--- config.mk ---
export PLATFORM = sky130hd
export DESIGN_NAME = agi_issue_ctrl
export DESIGN_NICKNAME = d
export VERILOG_FILES = /design/src/rtl/agi_issue_ctrl.sv
export SDC_FILE = /design/constraint.sdc
export NUM_CORES = 1
export LEC_CHECK = 0
export BUFFER_PORTS_ARGS = -buffer_cell sky130_fd_sc_hd__buf_2
export CORE_MARGIN = 5
export CORE_UTILIZATION = 40
export CTS_BUF_LIST = sky130_fd_sc_hd__clkbuf_4 sky130_fd_sc_hd__clkbuf_8
export DETAILED_ROUTE_END_ITERATION = 16
export PLACE_DENSITY = 0.61
export SKIP_LAST_GASP = 1
export SLEW_MARGIN = 10
export SYNTH_ARGS = -nofsm -noshare
export SYNTH_HDL_FRONTEND = slang
export SYNTH_SLANG_ARGS = --single-unit
--- constraint.sdc ---
create_clock -name clk -period 3.5 [get_ports clk]
set_clock_uncertainty 0.1 [all_clocks]
set_input_delay 0.35 -clock clk [delete_from_list [all_inputs] [get_ports clk]]
set_output_delay 0.35 -clock clk [all_outputs]
set_load 0.05 [all_outputs]
--- src/rtl/agi_issue_ctrl.sv ---
`timescale 1ns/1ps
module agi_issue_ctrl #(
  parameter int NREG     = 16,
  parameter int TW       = 4,
  parameter int GAP_ALU  = 5,
  parameter int GAP_LD   = 3,
  parameter int GAP_LA   = 2,
  parameter int OCC_O2   = 2,
  parameter int OCC_O3   = 3,
  parameter int OCC_CALL = 5
) (
  input  logic                  clk,
  input  logic                  rst,
  input  logic                  in_valid,
  input  logic [2:0]            in_cls,
  input  logic                  in_call,
  input  logic [$clog2(NREG)-1:0] in_dst,
  input  logic [$clog2(NREG)-1:0] in_base,
  input  logic [$clog2(NREG)-1:0] in_idx,
  input  logic [TW-1:0]         in_tag,
  output logic                  issue,
  output logic                  stall,
  output logic [4:0]            stg_vld,
  output logic [5*TW-1:0]       stg_tag
);
  localparam int RW   = $clog2(NREG);
  localparam int NST  = 5;
  localparam int GMAX = (GAP_ALU > GAP_LD) ? ((GAP_ALU > GAP_LA) ? GAP_ALU : GAP_LA)
                                           : ((GAP_LD > GAP_LA) ? GAP_LD : GAP_LA);
  localparam int OM1  = (OCC_O2 > OCC_O3) ? OCC_O2 : OCC_O3;
  localparam int OMAX = (OM1 > OCC_CALL) ? OM1 : OCC_CALL;
  localparam int CW   = $clog2(GMAX) < 1 ? 1 : $clog2(GMAX);
  localparam int EW   = $clog2(OMAX) < 1 ? 1 : $clog2(OMAX);

  logic [NST-1:0]           vld;
  logic [NST-1:0][TW-1:0]   tag;
  logic [NST-1:0][2:0]      cls;
  logic [NST-1:0]           isc;
  logic [EW-1:0]            ex_left;
  logic [NREG-1:0][CW-1:0]  sb_cnt;

  logic addr_use, hazard, freeze;
  logic [CW:0] gap;

  function automatic logic busy(input logic [RW-1:0] r, input logic [NREG-1:0][CW-1:0] cnt);
    return (r != '0) && (cnt[r] != '0);
  endfunction

  function automatic logic [EW:0] occ(input logic [2:0] c, input logic k);
    if (k)            return (EW+1)'(OCC_CALL);
    else if (c == 3'd6) return (EW+1)'(OCC_O2);
    else if (c == 3'd7) return (EW+1)'(OCC_O3);
    else              return (EW+1)'(1);
  endfunction

  assign addr_use = in_call || (in_cls == 3'd1) || (in_cls == 3'd2) || (in_cls == 3'd4);
  assign hazard   = addr_use && (busy(in_base, sb_cnt) || busy(in_idx, sb_cnt));
  assign freeze   = vld[3] && (ex_left != '0);
  assign issue    = in_valid && !hazard && !freeze;
  assign stall    = in_valid && !issue;

  always_comb begin
    gap = '0;
    if (!in_call) begin
      case (in_cls)
        3'd0, 3'd1: gap = (CW+1)'(GAP_ALU);
        3'd2:       gap = (CW+1)'(GAP_LD);
        3'd4, 3'd5: gap = (CW+1)'(GAP_LA);
        default:    gap = '0;
      endcase
    end
  end

  always_ff @(posedge clk) begin
    if (rst) begin
      vld     <= '0;
      tag     <= '0;
      cls     <= '0;
      isc     <= '0;
      ex_left <= '0;
      sb_cnt  <= '0;
    end else begin
      for (int r = 0; r < NREG; r++)
        if (sb_cnt[r] != '0) sb_cnt[r] <= sb_cnt[r] - 1'b1;
      if (issue && gap != '0 && in_dst != '0)
        sb_cnt[in_dst] <= CW'(gap - 1'b1);

      if (freeze) begin
        ex_left <= ex_left - 1'b1;
        vld[4]  <= 1'b0;
      end else begin
        vld[0] <= issue;
        tag[0] <= in_tag;
        cls[0] <= in_cls;
        isc[0] <= in_call;
        for (int i = 1; i < NST; i++) begin
          vld[i] <= vld[i-1];
          tag[i] <= tag[i-1];
          cls[i] <= cls[i-1];
          isc[i] <= isc[i-1];
        end
        ex_left <= vld[2] ? EW'(occ(cls[2], isc[2]) - 1'b1) : '0;
      end
    end
  end

  assign stg_vld = vld;
  for (genvar g = 0; g < NST; g++) begin : g_tag
    assign stg_tag[g*TW +: TW] = tag[g];
  end
endmodule

* Word-level counts from Yosys, hierarchy flattened
Cells that the tools add are included.
Storage, ports and cells: input bits 23, ROM bits 0, logic and storage cells 150, bits in writable memories 0, output and inout bits 27, register bits after elaboration 88, bits in latches 0, memories kept 0
Operators by class: bitwise gates (word level) 0, $add $sub $neg 19, multipliers 0, divide/modulo/power cells 0, shift-type cells 0, $lt $le $gt $ge 4, eq/ne operators 6, mux-type cells 49, reduce and logical (&&, ||, !) cells 44
Operator list (count):
- two-way mux 3 bit | 41
- nonzero test 3 bit | 19
- subtractor 3 x 1 -> 3 bit (second input constant) | 19
- bitwise mux 48 bit | 1
- two-way mux 48 bit | 1
- binary-select mux 3 bit (select 4 bit) | 2
- nonzero test 4 bit | 4
- < comparator 4 x 5 -> 1 bit (second input constant) | 3
- demux 3 bit (select 4 bit) | 1
- == test 3 bit (second input constant) | 4
- logical AND 1 bit | 10
- case mux 3 bit (3 select lines) | 1
- OR reduction 2 bit | 3
- greater-or-equal comparator 4 x 1 -> 1 bit (second input constant) | 1
- logical OR 1 bit | 4
- two-way mux 2 bit | 2
- == test 3 x 1 -> 1 bit (second input constant) | 1
- == test 3 x 2 -> 1 bit (second input constant) | 1
- zero test 1 bit | 3
- zero test 3 bit | 1

* Logic depth before layout (Yosys ltp)
Gate-level depths: netlist of run 1.
depth after elaboration 12, mapped depth 10, depth with buffers taken out 9

* Worst setup path after synthesis of run 1
OpenSTA, ideal clock, no wires.
path type input -> output, start in in_idx[0], end out stall, path buffers 2, data required time 3.050 ns, setup slack 0.758 ns, cell stages on the path 6, arrival time 2.292 ns, path through clkbuf_1 -> nor4_1 -> a2111o_1 -> a31oi_1 -> clkbuf_1 -> o31a_1
Between the ends: cells in the longest elaborated chain, start to end 11, elaborated cells between the ends (all ways) 12, classes of those cells mux (2); reduce/logical (10)
RTL lines:
- start: declaration | RTL line 19 | input logic [$clog2(NREG)-1:0] in_idx,
- binary-select mux 3 bit (select 4 bit) | RTL line 46 | return (r != '0) && (cnt[r] != '0);
- two-way mux 3 bit (implied by the code) | RTL line 46
- nonzero test 3 bit | RTL line 46
- logical AND 1 bit * | RTL line 46
- logical OR 1 bit * | RTL line 57 | assign hazard = addr_use && (busy(in_base, sb_cnt) || busy(in_idx, sb_cnt));
- logical AND 1 bit * | RTL line 57
- zero test 1 bit * | RTL line 59 | assign issue = in_valid && !hazard && !freeze;
- logical AND 1 bit * (2 in series) | RTL line 59
- zero test 1 bit * | RTL line 60 | assign stall = in_valid && !issue;
- logical AND 1 bit * | RTL line 60
- end: declaration | RTL line 22 | output logic stall,
Mark *: on every way between the ends. The rest lies on a longest branch, timed or not. The select of a mux whose other input is x is not followed.

* Final worst setup path of run 1
start reg sb_cnt[10] (netlist name), end out issue
Between the ends: cells in the longest elaborated chain, start to end 9, elaborated cells between the ends (all ways) 13, classes of those cells mux (4); reduce/logical (9)
RTL lines:
- start: declaration | RTL line 40 | logic [NREG-1:0][CW-1:0] sb_cnt;
- start signal: indexed assignment | RTL line 86 | sb_cnt[in_dst] <= CW'(gap - 1'b1);
- binary-select mux 3 bit (select 4 bit) | RTL line 46
- two-way mux 3 bit (implied by the code) | RTL line 46
- nonzero test 3 bit | RTL line 46
- logical AND 1 bit | RTL line 46
- logical OR 1 bit * | RTL line 57
- logical AND 1 bit * | RTL line 57
- zero test 1 bit * | RTL line 59
- logical AND 1 bit * (2 in series) | RTL line 59
- end: declaration | RTL line 21 | output logic issue,
Marks and branches as above.

==> results.py, run 1 <==
metrics = {
    "placed_design": {
        "place_hpwl_um": 8060,
        "gp_congestion": 0.898,
        "port_buffers": 49,
        "place_area_um2": 5230,
    },
    "logic_synthesis": {
        "yosys.area_share.adder_pct": 12.7,
        "yosysMostFrequentCell": "dfxtp_1",
        "yosysSeqAreaShare_pct": 35.1,
        "netlist_area_um2": 4850,
        "synth_top_area_share_pct": 35.1,
        "synth_top_family_by_area": "simple AND/OR/NAND/NOR gates",
        "synthArstFlopShare_pct": 0,
        "synth_edf_count": 0,
        "synthMuxAreaShare_pct": 10.6,
        "synth_fp_nets": 653,
        "ys_warn_count": 0,
        "syn_area_per_cell_um2": 8.34,
        "synthXorXnorAreaFrac_pct": 2.89,
        "synth_cell_types": 47,
        "synth_largest_area_cell": "dfxtp_1",
        "synth_compound_area_share_pct": 9.71,
        "syn_inst": 581,
        "ys.flop_type": "dfxtp_1",
        "synthTopCellsByCount": "dfxtp_1, nand2_1, inv_1, nor2_1, a21oi_1",
        "synth-simple-area-share_pct": 21.6,
        "synth.area.top_cells": "dfxtp_1, ha_1, mux2_2",
        "synth_seq_cells": 85,
    },
    "critical_path": {
        "path_cells": "nor3_1 -> a21oi_1 -> a211oi_1 -> nor4_1 -> a311o_1 -> or3_1 -> inv_1 -> buf_2",
        "cp-startpoint": "sb_cnt[10]$_SDFF_PP0_",
        "arrival_ps": 2740,
        "start_kind": "register",
        "crit_slowest_cell": "a311o_1",
        "r2r-start": "sb_cnt[10]$_SDFF_PP0_",
        "path_max_fanout": 8,
        "cp.required_ps": 3050,
        "max_stage_delay_ps": 440,
        "endpoint_kind": "primary output",
        "worstSetupPathType": "reg -> out",
    },
    "final_layout": {
        "antenna_cells": 0,
        "nNetsFinal": 694,
        "fill_cells": 1188,
        "syn_to_final_growth_pct": 12.4,
        "drive_gt1_share_pct": 18.5,
        "final_area_um2": 5450,
    },
    "clock_tree": {
        "clk_path_buf_depth": 2,
        "cts-root-buf": "clkbuf_8",
        "cts_sinks": 85,
        "hold_buffers": 0,
        "clkLatencyLatePin_ps": 360,
        "clk_pin_slew_worst_paths_ps": 90,
        "numCtsBuffers": 9,
        "post_cts_buffers": 0,
        "ctsResizeCount": 0,
        "htreeDepth": 3,
        "cts_tree": "done",
    },
    "power": {
        "powerDensity_nw_per_um2": 633,
        "vdd_drop_max_mv": 0.394,
        "leakage_nw": 2.44,
    },
    "sta": {
        "rsz0062_at_grt": "false",
        "tns_ps": 0,
        "finalHoldViolCount": 0,
        "finalSetupViolations": 0,
        "min_period_ps": 3190,
        "final_max_slew_viol_count": 0,
        "tightest_slew_ps": 576,
        "fmax_mhz": 313,
        "relSlewSlack_pct": 61.6,
        "period_share_pct": 91.2,
    },
    "worst_hold_path": {
        "hold_start": "in_tag[1]",
        "hold_path.class": "in -> reg",
    },
    "die": {
        "dieArea_um2": 14400,
        "num_rows": 40,
        "coreArea_um2": 12000,
        "io-pin-count": 50,
        "die_width_um": 120,
        "start_util_pct": 40.5,
        "fp.dieH_um": 120,
    },
    "route": {
        "drtAntennaViolNets": 0,
        "avgViaCountPerCell": 5.08,
        "wl_met2_um": 4890,
        "drt-total-wl_um": 10900,
        "drc": 0,
        "wl_met3_um": 751,
        "dr.pass1.iters": 4,
        "wl_met1_um": 5000,
        "num_vias": 3930,
        "routed.top_layer": "met5",
        "dr.first_iter.drc_count": 185,
        "wl_per_cell_um": 14.1,
    },
    "grt": {
        "grt_pass1_vias": 3859,
        "grt_max_degree": 59,
        "grt_use_total_pct": 15.9,
        "antenna_found_initial": 1,
        "grt_overflow_total": 0,
        "grt_pass1_wl_um": 18500,
    },
    "flow_run": {
        "drv_cap": 0,
    },
    "outcome": {
        "outcome": "finished clean",
    },
}
[cells by family (layout without fill, tap and decap cells)]
| group | Yosys count | after routing |
|---|---|---|
| mux | 46 | 46 |
| fa+ha+maj | 49 | 49 |
| flops | 85 | 85 |
| simple gates | 210 | 210 |
| buf+inv | 94 | 140 |
| compound gates | 81 | 81 |
| xor+xnor | 16 | 16 |
[through the flow]
stage | cells | util, % | setup slack [ps] | hold slack (ps) | power [W]
after floorplan | 581 | - | 758 | 328 | 0.00240
after global placement | 758 | 43.7 | 462 | 339 | 0.00265
after detailed placement | 758 | 43.7 | 414 | 344 | 0.00272
after CTS | 774 | 45.5 | 285 | 93.0 | 0.00349
after global routing | 774 | 45.5 | 11.3 | 94.7 | 0.00377
final | 774 | 45.5 | 309 | 119 | 0.00345
[cell usage in the layout, fill, tap and decap left out, types with 2 or more instances in the layout]
cell type and count:
clkbuf_8 11, o31ai_1 3, dfxtp_1 85, buf_2 49, or4b_4 2, mux2i_1 16, mux2_2 26, nand4_1 2
nor2b_1 2, nand2b_1 20, buf_4 9, ha_1 49, nor3b_1 2, nand3_1 2, or3b_2 2, nand3b_1 2
a211oi_1 3, nand2_1 77, o21ai_0 2, nor4_1 10, inv_1 66, o22ai_1 3, nor3_1 11, o41ai_1 2
nor2_1 57, mux2_4 4, or4_1 6, or3_1 3, xor2_1 15, a21oi_1 56, nor4_2 6, a31oi_1 4
[layout make-up]
type | instances | area (um2) | share of cell area [%]
Multi-Input combinational cell | 402 | 2780 | 51.1
Sequential cell | 85 | 1700 | 31.2
Timing Repair Buffer | 58 | 313 | 5.74
Inverter | 66 | 248 | 4.55
Tap cell | 147 | 184 | 3.38
Clock buffer | 11 | 151 | 2.78
Clock inverter | 5 | 66.3 | 1.22
[path summary, 6_finish.rpt]
check,endpoint,slack (ps),cells past startpoint
setup / recovery,issue,310,8
hold / removal,stg_tag[1]$_SDFFE_PP0N_,120,3
setup reg to reg,sb_cnt[43]$_SDFF_PP0_,550,8
hold reg to reg,stg_tag[19]$_SDFFE_PP0N_,350,2
[critical path: cells and delay by family (launching register included)]
| family | cells | cell delay (ps) |
|---|---|---|
| simple gates | 3 | 900 |
| compound gates | 3 | 830 |
| flops | 1 | 340 |
| buf+inv | 2 | 320 |
[sequential cells by signal (all words and copies together) (netlist names)]
register,flops
stg_vld,5
ex_left,3
isc,3
stg_tag,20
sb_cnt,45
cls,9
[power breakdown]
group | switching [W] | internal [W]
sequential | 0.000153 | 0.00114
combinational | 0.000775 | 0.000643
clock | 0.000367 | 0.000377
total | 0.00129 | 0.00216
[layer usage]
layer  GRT usage [%]  vias to the layer above
met2            25.0                       96
met1            19.8                     1796
met3            6.08                       23
met4            5.87                        2
li1                -                     2013
met5               0                        -
No activity file was read; power rests on OpenSTA's default activity.
==> run 2, diff against run 1 <==
- BUFFER_PORTS_ARGS: -buffer_cell sky130_fd_sc_hd__buf_2 -> -buffer_cell sky130_fd_sc_hd__buf_4
==> results.py, run 2 (synthesis gave the netlist of run 1 again) <==
metrics = {
    "route": {
        "drtAntennaViolNets": 0,
        "drc": 0,
        "avgViaCountPerCell": 5.20,
        "dr.pass1.iters": 4,
        "drt-total-wl_um": 11300,
        "num_vias": 4007,
        "wl_per_cell_um": 14.7,
        "dr.first_iter.drc_count": 149,
    },
    "grt": {
        "grt_pass1_vias": 4056,
        "grt_max_degree": 51,
        "grt_pass1_wl_um": 19300,
        "grt_use_total_pct": 16.2,
        "grt_overflow_total": 0,
        "antenna_found_initial": 0,
    },
    "sta": {
        "tns_ps": 0,
        "finalHoldViolCount": 0,
        "final_max_slew_viol_count": 0,
        "rsz0062_at_grt": "false",
        "fmax_mhz": 307,
        "period_share_pct": 93.1,
        "finalSetupViolations": 0,
        "fin_ws_ps": 240,
        "tightest_slew_ps": 514,
        "min_period_ps": 3260,
        "hold_ws_ps": 150,
        "relSlewSlack_pct": 65.6,
    },
    "clock_tree": {
        "clkLatencyLatePin_ps": 350,
        "clk_path_buf_depth": 2,
        "cts-root-buf": "clkbuf_8",
        "numCtsBuffers": 9,
        "cts_tree": "done",
        "post_cts_buffers": 0,
        "cts_sinks": 85,
        "clk_pin_slew_worst_paths_ps": 80,
        "htreeDepth": 3,
    },
    "die": {
        "dieArea_um2": 14400,
        "fp.dieH_um": 120,
        "io-pin-count": 50,
        "start_util_pct": 40.5,
        "die_width_um": 120,
        "coreArea_um2": 12000,
        "num_rows": 40,
    },
    "critical_path": {
        "arrival_ps": 2810,
        "path_cells": "nor3_1 -> a211oi_1 -> o31ai_1 -> nand4_1 -> a311o_2 -> or3_1 -> inv_1 -> buf_4",
        "worstSetupPathType": "reg -> out",
        "path_max_fanout": 17,
        "path_delay_family": "compound AO/OA/AOI/OAI gates",
        "max_stage_delay_ps": 570,
        "path_buf_inv": 2,
        "crit_slowest_cell": "a311o_2",
        "start_kind": "register",
        "cp.required_ps": 3050,
        "r2r-start": "sb_cnt[31]$_SDFF_PP0_",
        "cp-startpoint": "sb_cnt[31]$_SDFF_PP0_",
        "endpoint_kind": "primary output",
    },
    "outcome": {
        "outcome": "finished clean",
    },
    "power": {
        "pwr-share-seq_pct": 37.3,
        "swShare_pct": 37.0,
        "p_comb_share_pct": 41.2,
        "powerDensity_nw_per_um2": 622,
        "leakage_nw": 2.45,
        "vdd_drop_max_mv": 0.250,
        "p_switching_w": 0.00128,
        "internal_power_w": 0.00218,
        "p_clk_share_pct": 21.5,
    },
    "final_layout": {
        "syn_to_final_growth_pct": 14.5,
        "largest_register_ffs": 45,
        "register_area_um2": 1700,
        "multiInputGateArea_um2": 2790,
        "top_register": "sb_cnt",
        "drive_gt1_share_pct": 18.3,
        "antenna_cells": 0,
        "fill_cells": 1158,
        "nNetsFinal": 693,
        "final_common_cell": "dfxtp_1",
        "final_cell_mix": "dfxtp_1, nand2_1, inv_1, nor2_1, buf_4",
        "final_area_um2": 5550,
        "stdcell_count": 771,
    },
    "placed_design": {
        "gp_congestion": 0.824,
        "place_area_um2": 5350,
        "dpl.cell_count": 757,
        "dp_slack_ps": 212,
        "port_buffers": 49,
        "place_hpwl_um": 8130,
    },
    "worst_hold_path": {
        "hold_start": "in_tag[3]",
        "hold_path.class": "in -> reg",
    },
    "flow_run": {
        "drv_cap": 0,
    },
}
[run 2: changes by cell type in the layout (fill, tap and decap cells not counted)]
cell,before,now
a311o_1,1,0
inv_8,1,0
buf_2,49,0
inv_6,1,0
clkinv_4,1,0
clkinv_2,0,2
clkbuf_8,11,9
bufinv_16,1,2
buf_4,9,57
a311o_2,0,1
[run 2: per-layer routing]
metal | global-route usage, % | vias to the layer above | wire (um)
met1 | 20.9 | 1901 | 5190
met5 | 0 | - | 0
met4 | 5.15 | 0 | 165
li1 | - | 2005 | -
met2 | 26.8 | 85 | 5370
met3 | 3.91 | 16 | 589
[run 2: through the flow]
step | power [W] | util [%]
2_1_floorplan | 0.00240 | -
3_3_place_gp | 0.00266 | 44.7
3_5_place_dp | 0.00273 | 44.7
4_1_cts | 0.00348 | 46.4
5_1_grt | 0.00375 | 46.4
6_report | 0.00345 | 46.4
[run 2: final cells by class]
class                      instances  area share [%]
tap                              147            3.32
sequential                        85            30.7
clock inverter                     5            1.40
inverter                          66            4.47
multi-input combinational        402            50.2
clock buffer                       9            2.23
timing repair buffer              57            7.71
[run 2: worst paths after layout]
path,end,cells past startpoint,slack (ps)
setup / recovery,issue,8,240
hold / removal,stg_tag[3]$_SDFFE_PP0N_,3,150
setup reg to reg,sb_cnt[45]$_SDFF_PP0_,7,540
hold reg to reg,stg_tag[18]$_SDFFE_PP0N_,2,360
[run 2: what timing repair did]
action,CTS,global route
hold buffers,0,0
gates resized for setup,0,1
endpoints found under the setup margin,0,1
hold endpoints to repair,0,0
[run 2: power groups by stage]
stage,sequential (W),combinational (W),clock (W)
3_5_place_dp,0.00131,0.00142,0
2_1_floorplan,0.00131,0.00109,0
4_1_cts,0.00129,0.00143,0.000763
5_1_grt,0.00131,0.00164,0.000803
3_3_place_gp,0.00130,0.00136,0
6_report,0.00129,0.00142,0.000742
[run 2: tightest hold or removal path: cells and delay by family]
kind	cells	cell delay, ps
AO/OA/AOI/OAI	1	50
buffers and inverters	1	110
AND/OR/NAND/NOR	1	50
==> run 3, diff against run 2 <==
- MAX_ROUTING_LAYER: unset -> met4
==> results.py, run 3 (synthesis gave the netlist of run 1 again) <==
metrics = {
    "outcome": {
        "outcome": "finished clean",
    },
    "sta": {
        "relSlewSlack_pct": 66.0,
        "rsz0062_at_grt": "false",
        "period_share_pct": 93.0,
        "final_max_slew_viol_count": 0,
        "hold_ws_ps": 151,
        "fmax_mhz": 307,
        "finalHoldViolCount": 0,
        "finalSetupViolations": 0,
        "tns_ps": 0,
        "tightest_slew_ps": 508,
        "min_period_ps": 3250,
    },
    "die": {
        "num_rows": 40,
        "dieArea_um2": 14400,
        "die_width_um": 120,
        "coreArea_um2": 12000,
        "start_util_pct": 40.5,
        "io-pin-count": 50,
        "fp.dieH_um": 120,
    },
    "placed_design": {
        "port_buffers": 49,
        "place_hpwl_um": 8130,
        "dpl.cell_count": 757,
        "gp_congestion": 0.836,
    },
    "final_layout": {
        "top_register": "sb_cnt",
        "syn_to_final_growth_pct": 14.5,
        "final_common_cell": "dfxtp_1",
        "stdcell_count": 771,
        "largest_register_ffs": 45,
        "antenna_cells": 0,
        "utilization_pct": 46.4,
        "final_cell_mix": "dfxtp_1, nand2_1, inv_1, nor2_1, buf_4",
        "nNetsFinal": 693,
        "drive_gt1_share_pct": 18.3,
        "fill_cells": 1158,
    },
    "power": {
        "p_clk_share_pct": 21.4,
        "power_w": 0.00345,
        "vdd_drop_max_mv": 0.249,
        "p_switching_w": 0.00128,
        "powerDensity_nw_per_um2": 622,
        "internal_power_w": 0.00218,
        "pwr-share-seq_pct": 37.4,
        "leakage_nw": 2.45,
        "swShare_pct": 36.9,
        "p_comb_share_pct": 41.2,
    },
    "clock_tree": {
        "clkLatencyLatePin_ps": 350,
        "ctsResizeCount": 0,
        "cts_sinks": 85,
        "numCtsBuffers": 9,
        "post_cts_buffers": 0,
        "cts-root-buf": "clkbuf_8",
        "clk_pin_slew_worst_paths_ps": 80,
        "hold_buffers": 0,
        "htreeDepth": 3,
        "cts_tree": "done",
        "clk_path_buf_depth": 2,
    },
    "grt": {
        "grt_overflow_total": 0,
        "grt_pass1_vias": 4068,
        "grt_use_total_pct": 16.7,
        "antenna_found_initial": 0,
        "grt_pass1_wl_um": 19200,
        "grt_max_degree": 51,
    },
    "route": {
        "dr.first_iter.drc_count": 150,
        "drtAntennaViolNets": 0,
        "drt-total-wl_um": 11300,
        "wl_per_cell_um": 14.7,
        "avgViaCountPerCell": 5.19,
        "num_vias": 4005,
        "dr.pass1.iters": 4,
        "drc": 0,
    },
    "critical_path": {
        "start_kind": "register",
        "endpoint_kind": "primary output",
        "cp.required_ps": 3050,
        "arrival_ps": 2800,
        "worstSetupPathType": "reg -> out",
        "path_max_fanout": 17,
    },
    "worst_hold_path": {
        "hold_path.class": "in -> reg",
    },
    "flow_run": {
        "drv_cap": 0,
    },
}
-- run 3: cell counts in the layout (fill, tap and decap cells not counted) --
No cell type changed its count.
-- run 3: power by group through the flow --
stage | Combinational, W | Sequential (W) | Clock (W)
2_1_floorplan | 0.00109 | 0.00131 | 0
3_3_place_gp | 0.00136 | 0.00130 | 0
3_5_place_dp | 0.00142 | 0.00131 | 0
4_1_cts | 0.00143 | 0.00129 | 0.000763
5_1_grt | 0.00164 | 0.00131 | 0.000800
6_report | 0.00142 | 0.00129 | 0.000740
-- run 3: path summary, 6_finish.rpt --
kind                             from                       end  slack (ps)  depth (start not counted)
max             sb_cnt[31]$_SDFF_PP0_                     issue         250                          8
min                         in_tag[3]   stg_tag[3]$_SDFFE_PP0N_         150                          3
max reg2reg     sb_cnt[31]$_SDFF_PP0_     sb_cnt[27]$_SDFF_PP0_         550                          7
min reg2reg  stg_tag[18]$_SDFFE_PP0N_  stg_tag[18]$_SDFFE_PP0N_         360                          2
-- run 3: layout make-up --
class,instances,area [um2],share of cell area [%]
Multi-Input combinational cell,402,2790,50.2
Clock buffer,9,124,2.23
Inverter,66,248,4.47
Clock inverter,5,77.6,1.40
Timing Repair Buffer,57,428,7.71
Sequential cell,85,1700,30.7
Tap cell,147,184,3.32
-- run 3: per-stage QoR --
stage               worst slack, ps  area [um2]
floorplan                       758        4850
CTS                             111        5550
detailed placement              212        5350
global placement                268        5350
finish                          246        5550
global route                   87.9        5550
-- run 3: worst max-delay path, stage by stage, from the launching register on --
cell,delay [ps]
dfxtp_1,330
nor3_1,350
a211oi_1,160
o31ai_1,270
nand4_1,110
a311o_2,570
or3_1,400
inv_1,70
buf_4,190
-- run 3: routing by layer --
metal	track usage (%)	wire (um)	share of wire, %	vias to the layer above
met2	26.8	5300	47	92
met5	-	0	0	-
li1	-	-	-	2005
met4	5.15	191	1.7	0
met3	3.72	568	5.0	19
met1	20.9	5240	46	1889
